### src/rtl/mdu_pkg.sv
package mdu_pkg;

    typedef enum logic [2:0] {
        TX_IDLE,
        TX_START,
        TX_DATA,
        TX_WAKE,
        TX_STOP
    } tx_state_t;

    typedef enum logic [2:0] {
        RX_IDLE,
        RX_START,
        RX_DATA,
        RX_WAKE,
        RX_STOP
    } rx_state_t;

    // Multidrop framing is selected by the two upper codes of the mode field.
    function automatic logic is_multidrop(input logic [1:0] mode);
        return mode inside {2'b10, 2'b11};
    endfunction

endpackage

### src/rtl/mdu_baud.sv
module mdu_baud #(
    parameter int DIV_W = 16
) (
    input  logic             clk,
    input  logic             rst_n,
    input  logic [DIV_W-1:0] divisor,
    output logic             tick
);
    logic [DIV_W-1:0] cnt_q;

    // A divisor of 0 behaves like 1: a tick every cycle.
    assign tick = ({1'b0, cnt_q} + 1'b1) >= {1'b0, divisor};

    always_ff @(posedge clk or negedge rst_n) begin
        if (!rst_n)    cnt_q <= '0;
        else if (tick) cnt_q <= '0;
        else           cnt_q <= cnt_q + 1'b1;
    end
endmodule

### src/rtl/mdu_tx.sv
module mdu_tx
    import mdu_pkg::*;
#(
    parameter int DATA_W = 8,
    parameter int OVS    = 16
) (
    input  logic              clk,
    input  logic              rst_n,
    input  logic              tick,
    input  logic              start,
    input  logic [DATA_W-1:0] data,
    input  logic              mc,
    input  logic              wake,
    output logic              busy,
    output logic              line
);
    localparam int CNT_W = $clog2(OVS);
    localparam int IDX_W = (DATA_W > 1) ? $clog2(DATA_W) : 1;

    tx_state_t         state_q, state_d;
    logic [CNT_W-1:0]  cnt_q;
    logic [IDX_W-1:0]  idx_q;
    logic [DATA_W-1:0] sh_q, sh_d;
    logic              mc_q, wk_q, line_q;
    logic              bit_end, last_bit;

    assign bit_end  = tick && (cnt_q == CNT_W'(OVS - 1));
    assign last_bit = (idx_q == IDX_W'(DATA_W - 1));

    // Next-state and shift-register update
    always_comb begin
        state_d = state_q;
        sh_d    = sh_q;
        unique case (state_q)
            TX_IDLE: begin
                if (start) begin
                    state_d = TX_START;
                    sh_d    = data;
                end
            end
            TX_START: begin
                if (bit_end) state_d = TX_DATA;
            end
            TX_DATA: begin
                if (bit_end) begin
                    sh_d = sh_q >> 1;
                    if (last_bit) state_d = mc_q ? TX_WAKE : TX_STOP;
                end
            end
            TX_WAKE: begin
                if (bit_end) state_d = TX_STOP;
            end
            TX_STOP: begin
                if (bit_end) state_d = TX_IDLE;
            end
            default: state_d = TX_IDLE;
        endcase
    end

    // State register
    always_ff @(posedge clk or negedge rst_n) begin
        if (!rst_n) state_q <= TX_IDLE;
        else        state_q <= state_d;
    end

    // Datapath and registered line output
    always_ff @(posedge clk or negedge rst_n) begin
        if (!rst_n) begin
            cnt_q  <= '0;
            idx_q  <= '0;
            sh_q   <= '0;
            mc_q   <= 1'b0;
            wk_q   <= 1'b0;
            line_q <= 1'b1;
        end else begin
            sh_q <= sh_d;
            if (state_d != state_q || bit_end) cnt_q <= '0;
            else if (tick)                     cnt_q <= cnt_q + 1'b1;
            if (state_q == TX_START)                idx_q <= '0;
            else if (state_q == TX_DATA && bit_end) idx_q <= idx_q + 1'b1;
            if (state_q == TX_IDLE && start) begin
                mc_q <= mc;
                wk_q <= wake;
            end
            unique case (state_d)
                TX_START: line_q <= 1'b0;
                TX_DATA:  line_q <= sh_d[0];
                TX_WAKE:  line_q <= wk_q;
                default:  line_q <= 1'b1;
            endcase
        end
    end

    assign busy = (state_q != TX_IDLE);
    assign line = line_q;
endmodule

### src/rtl/mdu_rx.sv
module mdu_rx
    import mdu_pkg::*;
#(
    parameter int DATA_W = 8,
    parameter int OVS    = 16
) (
    input  logic              clk,
    input  logic              rst_n,
    input  logic              tick,
    input  logic              rxd,
    input  logic              mc,
    output logic              done,
    output logic [DATA_W-1:0] data,
    output logic              wake,
    output logic              frame_mc,
    output logic              ferr
);
    localparam int CNT_W = $clog2(OVS);
    localparam int IDX_W = (DATA_W > 1) ? $clog2(DATA_W) : 1;
    localparam int HALF  = OVS / 2;

    rx_state_t         state_q, state_d;
    logic [1:0]        sync_q;
    logic              rx_s;
    logic [CNT_W-1:0]  cnt_q;
    logic [IDX_W-1:0]  idx_q;
    logic [DATA_W-1:0] sh_q;
    logic              mc_q, wk_q, done_q, ferr_q;
    logic              samp, mid_start, last_bit;

    assign rx_s      = sync_q[1];
    assign samp      = tick && (cnt_q == CNT_W'(OVS - 1));
    assign mid_start = tick && (cnt_q == CNT_W'(HALF - 1));
    assign last_bit  = (idx_q == IDX_W'(DATA_W - 1));

    // Next-state logic
    always_comb begin
        state_d = state_q;
        unique case (state_q)
            RX_IDLE: begin
                if (tick && !rx_s) state_d = RX_START;
            end
            RX_START: begin
                if (mid_start) state_d = rx_s ? RX_IDLE : RX_DATA;
            end
            RX_DATA: begin
                if (samp && last_bit) state_d = mc_q ? RX_WAKE : RX_STOP;
            end
            RX_WAKE: begin
                if (samp) state_d = RX_STOP;
            end
            RX_STOP: begin
                if (samp) state_d = RX_IDLE;
            end
            default: state_d = RX_IDLE;
        endcase
    end

    // State register
    always_ff @(posedge clk or negedge rst_n) begin
        if (!rst_n) state_q <= RX_IDLE;
        else        state_q <= state_d;
    end

    // Synchronizer, sampling datapath and frame hand-off
    always_ff @(posedge clk or negedge rst_n) begin
        if (!rst_n) begin
            sync_q <= 2'b11;
            cnt_q  <= '0;
            idx_q  <= '0;
            sh_q   <= '0;
            mc_q   <= 1'b0;
            wk_q   <= 1'b0;
            done_q <= 1'b0;
            ferr_q <= 1'b0;
        end else begin
            sync_q <= {sync_q[0], rxd};
            if (state_q == RX_IDLE || state_d != state_q || samp) cnt_q <= '0;
            else if (tick)                                         cnt_q <= cnt_q + 1'b1;
            if (state_q == RX_IDLE && state_d == RX_START) mc_q <= mc;
            if (state_q == RX_START) begin
                idx_q <= '0;
                wk_q  <= 1'b0;
            end
            if (state_q == RX_DATA && samp) begin
                sh_q  <= {rx_s, sh_q[DATA_W-1:1]};
                idx_q <= idx_q + 1'b1;
            end
            if (state_q == RX_WAKE && samp) wk_q <= rx_s;
            done_q <= (state_q == RX_STOP) && samp;
            if (state_q == RX_STOP && samp) ferr_q <= !rx_s;
        end
    end

    assign done     = done_q;
    assign data     = sh_q;
    assign wake     = wk_q;
    assign frame_mc = mc_q;
    assign ferr     = ferr_q;
endmodule

### src/rtl/mdrop_uart.sv
module mdrop_uart
    import mdu_pkg::*;
#(
    parameter int DATA_W = 8,
    parameter int DIV_W  = 16,
    parameter int OVS    = 16
) (
    input  logic              clk,
    input  logic              rst_n,
    input  logic [DIV_W-1:0]  divisor,
    input  logic [1:0]        cfg_mode,
    input  logic              cfg_tx_wake,
    input  logic              cfg_rx_wake,
    input  logic              cfg_od_en,
    input  logic [DATA_W-1:0] tx_data,
    input  logic              tx_start,
    output logic              tx_busy,
    output logic              txd_o,
    output logic              txd_oe,
    input  logic              rxd,
    output logic [DATA_W-1:0] rx_data,
    output logic              rx_wake,
    output logic              rx_frame_err,
    output logic              rx_overrun,
    output logic              rx_valid,
    output logic              rx_irq,
    input  logic              rx_read
);
    logic              tick;
    logic              mc;
    logic              tx_line;
    logic              f_done, f_wake, f_mc, f_ferr;
    logic [DATA_W-1:0] f_data;
    logic              accept;

    logic [DATA_W-1:0] hold_data_q;
    logic              hold_wake_q, hold_ferr_q, valid_q, ovr_q;

    assign mc = is_multidrop(cfg_mode);

    mdu_baud #(.DIV_W(DIV_W)) u_baud (
        .clk     (clk),
        .rst_n   (rst_n),
        .divisor (divisor),
        .tick    (tick)
    );

    mdu_tx #(.DATA_W(DATA_W), .OVS(OVS)) u_tx (
        .clk   (clk),
        .rst_n (rst_n),
        .tick  (tick),
        .start (tx_start),
        .data  (tx_data),
        .mc    (mc),
        .wake  (cfg_tx_wake),
        .busy  (tx_busy),
        .line  (tx_line)
    );

    mdu_rx #(.DATA_W(DATA_W), .OVS(OVS)) u_rx (
        .clk      (clk),
        .rst_n    (rst_n),
        .tick     (tick),
        .rxd      (rxd),
        .mc       (mc),
        .done     (f_done),
        .data     (f_data),
        .wake     (f_wake),
        .frame_mc (f_mc),
        .ferr     (f_ferr)
    );

    // Address filter: while waiting for wake-up, drop multidrop data frames.
    assign accept = f_done && !(f_mc && cfg_rx_wake && !f_wake);

    always_ff @(posedge clk or negedge rst_n) begin
        if (!rst_n) begin
            hold_data_q <= '0;
            hold_wake_q <= 1'b0;
            hold_ferr_q <= 1'b0;
            valid_q     <= 1'b0;
            ovr_q       <= 1'b0;
        end else if (accept) begin
            hold_data_q <= f_data;
            hold_wake_q <= f_wake;
            hold_ferr_q <= f_ferr;
            valid_q     <= 1'b1;
            ovr_q       <= valid_q && !rx_read;
        end else if (rx_read) begin
            valid_q <= 1'b0;
            ovr_q   <= 1'b0;
        end
    end

    // Open drain: pad data tied low, enable pulls the line down.
    always_comb begin
        if (cfg_od_en) begin
            txd_o  = 1'b0;
            txd_oe = !tx_line;
        end else begin
            txd_o  = tx_line;
            txd_oe = 1'b1;
        end
    end

    assign rx_data      = hold_data_q;
    assign rx_wake      = hold_wake_q;
    assign rx_frame_err = hold_ferr_q;
    assign rx_overrun   = ovr_q;
    assign rx_valid     = valid_q;
    assign rx_irq       = valid_q;
endmodule

### config.mk
export PLATFORM = sky130hd
export DESIGN_NAME = mdrop_uart
export DESIGN_NICKNAME = d
export VERILOG_FILES = /design/src/rtl/mdu_pkg.sv /design/src/rtl/mdu_baud.sv /design/src/rtl/mdu_tx.sv /design/src/rtl/mdu_rx.sv /design/src/rtl/mdrop_uart.sv
export SDC_FILE = /design/constraint.sdc
export NUM_CORES = 1
export LEC_CHECK = 0
export BUFFER_PORTS_ARGS = -buffer_cell sky130_fd_sc_hd__buf_4
export CORE_MARGIN = 4
export CORE_UTILIZATION = 30
export CTS_CLUSTER_DIAMETER = 60
export DETAILED_ROUTE_END_ITERATION = 16
export PLACE_DENSITY = 0.47
export SYNTH_ARGS = -nofsm -noshare
export SYNTH_HDL_FRONTEND = slang
export SYNTH_SLANG_ARGS = --single-unit
### constraint.sdc
create_clock -name clk -period 2.95 [get_ports clk]
set_input_delay 0.295 -clock clk [delete_from_list [all_inputs] [get_ports clk]]
set_output_delay 0.295 -clock clk [all_outputs]
set_load 0.005 [all_outputs]
==> results.ini, run 1 <==
[clocking]
cts-root-buf = clkbuf_16
cts_made_buffers = 9
cts_tree = built
clk_path_buf_depth = 2
path_clk_slew_ns = 0.06
cts.sinks = 73
cts.htree.levels = 3
clock_latency_ns = 0.33

[timing]
grt_setup_unrepaired = true
worst_pin_slew_ns = 0.9365
hold_violations = 0
whs_ns = 0.07375
setup_violations = 36
fin_setup_tns_ns = -6.289
slew_headroom_pct = 37.57
slew_violations = 0
clock-skew-final_ns = 0.006770
setup_ws_ns = -0.2874
fmaxAchievable_ghz = 0.3089
min_period_ns = 3.237
fin_crit_sh_pct = 109.7

[critical_path]
cp.required_ns = 3.21
crit_fanout = 5
crit_chain = and3_4 > and3_4 > nand4_1 > inv_1 > and3_4 > xor2_2 > ha_1 > nand4_1 > nor2_1 > a31oi_1 > o21ai_1 > a211o_4 > and2_4 > a221oi_4 > mux2_4
startpoint_type = flip-flop
max_stage_delay_ns = 0.38
slowest_stage = a211o_4
end_kind = flip-flop
cp_common_cell = and3_4
arrival_ns = 3.49
crit_type = flip-flop to flip-flop

[floorplanning]
fp.dieH_um = 122.1
core_mm2 = 0.01267
initial_core_util_pct = 30.82
rows = 41
num_io_pins = 50
die_x_um = 122.1
fp.dieArea_mm2 = 0.01491

[place]
place_ws_ns = -0.3193
hpwl_um = 5728
gp_congestion = 0.7375
dp_cells = 601
portBuffers = 48

[finish]
multi_input_area_mm2 = 0.002096
drive_gt1_share_pct = 39.39
seqCellArea_mm2 = 0.001831
syn2layout_area_growth_pct = 35.25
final_nets = 509
diodes = 0
fin_util_pct = 41.68
instances_no_fill = 629
nFillCells = 1279

[outcome]
status = complete, but fails checks
violations = setup timing

[synth]
avgSynthCellArea_um2 = 10.82
synth.area.mux_share_pct = 8.811
synth_top_area_share_pct = 44.86
synth_top_family_by_area = simple AND/OR/NAND/NOR gates
yosysUniqueCellTypes = 58
synth_area_mm2 = 0.003905
async_reset_ff_share_pct = 100.0
synth_fa_ha_area_share_pct = 7.369
synth_flop_cell = dfrtp_1
synth_compound_area_share_pct = 11.98
synth_xor_area_share_pct = 3.813
yosysSeqAreaShare_pct = 46.88
synth_edf_count = 0
synth_seq_cells = 73
yosys.area_share.simple_pct = 16.31
yosysTopAreaCell = dfrtp_1
synth_area_leaders = dfrtp_1, ha_1, mux2_2, nor2b_1, nor2_1
yosys_warnings = 0
syn_inst = 361
synth_fp_nets = 418

[routing]
dr.pass1.iters = 4
vias = 2940
ant_nets = 0
wire_per_inst_um = 13.28
via_per_inst = 4.674
wl_um = 8356
route.met2.wl_um = 3882
wl_met3_um = 338
drc_errors = 0
drt_iter0_markers = 109
wl_met1_um = 4038
top_layer_used = met4

[power_and_ir_drop]
ir_worst_vdd_mv = 0.3076
p_per_area_mw_per_mm2 = 533.9
leakage_uw = 0.002687

[global_routing]
grt_pass1_wl_um = 14210
grt_max_degree = 74
antenna_found_initial = 0
grt_remaining_overflow = 0
grt_pass1_vias = 3005
gr-usage-all-layers_pct = 12.04

[job]
maxCapViolations = 0

[worst_hold_path]
hold_class = input port to flip-flop

==> critical path: cells and delay by family, from the launching register on <==
| kind | cells | cell delay, ns |
|---|---|---|
| simple gates | 7 | 1.01 |
| fa+ha+maj | 1 | 0.26 |
| flops | 1 | 0.35 |
| mux | 1 | 0.33 |
| compound gates | 4 | 0.91 |
| xor+xnor | 1 | 0.17 |
| buf+inv | 1 | 0.13 |
==> stage by stage <==
step | power, µW | cell area, µm²
floorplan | 1478 | 3976
global placement | 1711 | 4708
detailed placement | 1723 | 4708
CTS | 2852 | 5165
global route | 2998 | 5281
finish | 2820 | 5281
==> logic make-up after synthesis <==
group | after synthesis
multiplexers | 30
XOR/XNOR | 17
adder cells (fa/ha/maj) | 23
AO/OA/AOI/OAI | 61
flip-flops | 73
AND/OR/NAND/NOR | 116
buffers and inverters | 41
==> cells in the final DEF (no fill, tap or decap), types with 3 or more instances in the layout <==
cell,Yosys,layout
a21o_1,8,8
a21oi_1,9,9
a22o_1,11,11
and3_1,9,7
and3_4,1,3
buf_4,1,83
buf_6,4,9
clkbuf_16,0,9
dfrtp_1,70,70
dfstp_2,3,3
ha_1,23,21
inv_1,26,25
mux2_2,19,12
mux2_4,4,11
mux2i_1,7,7
nand2_1,13,11
nand2b_1,4,4
nand3_1,13,9
nand3_2,1,4
nand4_1,6,6
nor2_1,27,23
nor2_2,1,3
nor2_4,1,3
nor2b_1,19,16
nor2b_2,0,3
nor3_1,9,5
nor3_2,0,4
o21ai_0,10,6
o21ai_1,1,4
o21bai_1,3,3
xnor2_1,10,10
xor2_1,7,6
==> flip-flops by register name, summed over array words and instances, names as in the netlist <==
signal         count
rx_data            8
rx_frame_err       1
rx_irq             1
rx_overrun         1
rx_wake            1
u_baud.cnt_q      16
u_rx.cnt_q         4
u_rx.data          8
u_rx.done          1
u_rx.ferr          1
u_rx.frame_mc      1
u_rx.idx_q         3
u_rx.state_q       3
u_rx.sync_q        2
u_rx.wake          1
u_tx.cnt_q         4
u_tx.idx_q         3
u_tx.line          1
u_tx.mc_q          1
u_tx.sh_q          8
u_tx.state_q       3
u_tx.wk_q          1
==> routing by layer <==
layer | track usage (%) | vias up
met5 | 0 | -
met4 | 3.989 | 0
met3 | 3.621 | 6
met2 | 19.23 | 47
met1 | 15.61 | 1425
li1 | - | 1462
==> cell type report <==
type	instances	share of cell area, %
clock buffers	11	4.596
clock inverters	5	1.042
inverters	26	1.848
multi-input cells	249	39.68
flip-flops and latches	73	34.66
well taps	172	4.075
repair buffers	93	14.10
==> report_power, final <==
group	internal [µW]	total, µW	leakage, µW	switching [µW]
clock network	675	1090	0.000142	414
logic	307	548	0.00158	242
registers	1110	1180	0.000968	73.0
==> Yosys cell counts, types with 6 or more instances <==
cell type	instances
xor2_1	7
nor3_1	9
o21ai_0	10
nor2_1	27
nand3_1	13
mux2_2	19
nand4_1	6
xnor2_1	10
clkbuf_1	8
inv_1	26
dfrtp_1	70
a21oi_1	9
mux2i_1	7
a22o_1	11
nand2_1	13
and3_1	9
nor2b_1	19
a21o_1	8
ha_1	23
==> worst paths after layout <==
check / startpoint / end / depth (start not counted) / slack [ns]
min reg2reg: u_rx.sync_q[0] / u_rx.sync_q[1] / 0 / 0.35
min: rxd / u_rx.sync_q[0] / 1 / 0.07
max reg2reg: u_baud.cnt_q[2] / u_tx.line / 15 / -0.29
min in group asynchronous: rst_n / u_tx.sh_q[7] / 1 / 0.11
max: u_baud.cnt_q[2] / u_tx.line / 15 / -0.29
max in group asynchronous: rst_n / rx_overrun / 1 / 2.23
==> repair_timing <==
item,4_1_cts,5_1_grt
pin swaps,11,7
hold buffers,0,0
buffers inserted,6,4
setup endpoints to repair,38,57
resized for setup,18,26
cloned,2,0
(Power assumes the default switching activity.)
==> inputs of run 2 (changes only) <==
--- a/config.mk
+++ b/config.mk
@@ -11,6 +11,7 @@
 export CTS_CLUSTER_DIAMETER = 60
 export DETAILED_ROUTE_END_ITERATION = 16
 export PLACE_DENSITY = 0.47
+export SKIP_LAST_GASP = 1
 export SYNTH_ARGS = -nofsm -noshare
 export SYNTH_HDL_FRONTEND = slang
 export SYNTH_SLANG_ARGS = --single-unit
==> run 2 against run 1 <==
  * The run still ends with setup timing left
  * Fmax shrank 0.10%
  * Register-to-register slack about the same
  * Design area up 1.3%
  * Clock skew about the same
  * Non-clock buffer count increased by 5
  * Power rose by 0.21%
  * Clock power hardly changed
  * Global-route usage about the same
  * Largest cell class unchanged
  * Die area unchanged
  * Final cell count is 0.79% higher
  * Routed wire length is 2.0% higher
==> results.ini, run 2 (synthesis gave the netlist of run 1 again) <==
[floorplanning]
core_mm2 = 0.01267
die_x_um = 122.1
initial_core_util_pct = 30.82
rows = 41
num_io_pins = 50
fp.dieArea_mm2 = 0.01491
fp.dieH_um = 122.1

[place]
hpwl_um = 5728
placed_area_mm2 = 0.004708
portBuffers = 48
place_ws_ns = -0.3193
gp_congestion = 0.7375

[power_and_ir_drop]
switching_share_pct = 25.93
finalPower_uw = 2826
p_per_area_mw_per_mm2 = 528.0
comb_power_share_pct = 19.5
internal_power_uw = 2093
pwr-share-clk_pct = 38.6
power_frac_seq_pct = 41.9
p_sw_uw = 732.8
leakage_uw = 0.002720
ir_worst_vdd_mv = 0.3077

[timing]
slew_headroom_pct = 37.14
worst_pin_slew_ns = 0.9430
clock-skew-final_ns = 0.006901
grt_setup_unrepaired = true
setup_violations = 53
min_period_ns = 3.241
fin_crit_sh_pct = 109.9
fmaxAchievable_ghz = 0.3086
slew_violations = 0
hold_violations = 0
setup_ws_ns = -0.2908

[clocking]
cts_tree = built
cts.htree.levels = 3
cts_made_buffers = 9
clk_path_buf_depth = 2
cts-root-buf = clkbuf_16
clock_latency_ns = 0.33
cts.sinks = 73
cts_hold_buf = 0
path_clk_slew_ns = 0.06

[routing]
via_per_inst = 4.681
drt_iter0_markers = 116
vias = 2968
drc_errors = 0
wire_per_inst_um = 13.45
dr.pass1.iters = 4
wl_um = 8526
ant_nets = 0

[global_routing]
grt_max_degree = 74
grt_pass1_vias = 3005
grt_pass1_wl_um = 14190
gr-usage-all-layers_pct = 12.03
antenna_found_initial = 0
grt_remaining_overflow = 0

[finish]
final_nets = 514
syn2layout_area_growth_pct = 37.04
final_cell_mix = buf_4, dfrtp_1, inv_1
largest_reg_flops = 16
nFillCells = 1274
fin_util_pct = 42.23
regMostFlops = u_baud.cnt_q
design_area_mm2 = 0.005351
drive_gt1_share_pct = 40.26
diodes = 0
final_common_cell = buf_4

[critical_path]
arrival_ns = 3.46
startpoint_type = flip-flop
cp.required_ns = 3.17
crit_type = flip-flop to flip-flop
crit_fanout = 5
end_kind = flip-flop

[worst_hold_path]
hold_class = input port to flip-flop

[job]
maxCapViolations = 0

[outcome]
status = complete, but fails checks
violations = setup timing

==> run 2: cell types whose count changed in the layout (fill, tap and decap cells not counted), sizes merged <==
cell    change
buf         +4
clkbuf      +1
==> run 2: path summary, 6_finish.rpt <==
kind,slack [ns],cells after the start,end,start
hold / removal,0.07,1,u_rx.sync_q[0],rxd
hold reg to reg,0.35,0,u_rx.sync_q[1],u_rx.sync_q[0]
setup reg to reg,-0.29,15,u_rx.wake,u_baud.cnt_q[2]
setup / recovery,-0.29,15,u_rx.wake,u_baud.cnt_q[2]
min in group asynchronous,0.11,1,u_rx.state_q[2],rst_n
max in group asynchronous,2.23,1,u_tx.state_q[2],rst_n
==> run 2: cell type report <==
cell class	instances	area (µm²)	share of cell area [%]
clock buffer	11	242.7	4.536
clock inverter	5	55.05	1.029
inverter	26	97.59	1.824
multi-input combinational	249	2107	39.37
sequential	73	1831	34.21
tap	172	215.2	4.022
timing repair buffer	98	803.3	15.01
==> run 2: power groups by stage <==
stage / Clock (µW) / Sequential (µW) / Combinational (µW)
after floorplan: 0 / 1190 / 288
after global placement: 0 / 1200 / 511
after detailed placement: 0 / 1200 / 522
after CTS: 1140 / 1180 / 528
after global routing: 1180 / 1190 / 628
final: 1090 / 1180 / 552
==> run 2: critical path: stages (launching register included) <==
cell,delay (ns)
dfrtp_1,0.35
and3_4,0.18
and3_4,0.18
nand4_1,0.14
inv_1,0.12
and3_4,0.20
xor2_2,0.17
ha_1,0.26
nand4_1,0.08
nor2_1,0.06
a31oi_1,0.13
o21ai_1,0.12
a211o_4,0.38
and4_4,0.27
mux2_4,0.31
a22o_1,0.17
==> run 2: timing repair <==
item                       CTS  global route
resized for setup           14            33
pin swaps                    9            10
gates cloned                 2             1
setup buffers                6             8
setup endpoints to repair   38            57
==> run 2: per-layer routing <==
metal | part of all wire (%) | GRT usage [%] | vias up
li1 | - | - | 1471
met1 | 48 | 15.58 | 1447
met2 | 46 | 19.23 | 44
met3 | 4.3 | 3.621 | 6
met4 | 1.1 | 3.989 | 0
met5 | 0 | 0 | -
==> run 2: through the flow <==
step                cells  hold WS [ns]  setup TNS [ns]
floorplan             361    -0.0005911          -1.549
global placement      601        0.3488          -6.063
global route          634       0.05752          -15.95
CTS                   625       0.05143          -6.435
detailed placement    601        0.3493          -7.670
finish                634       0.07340          -8.159
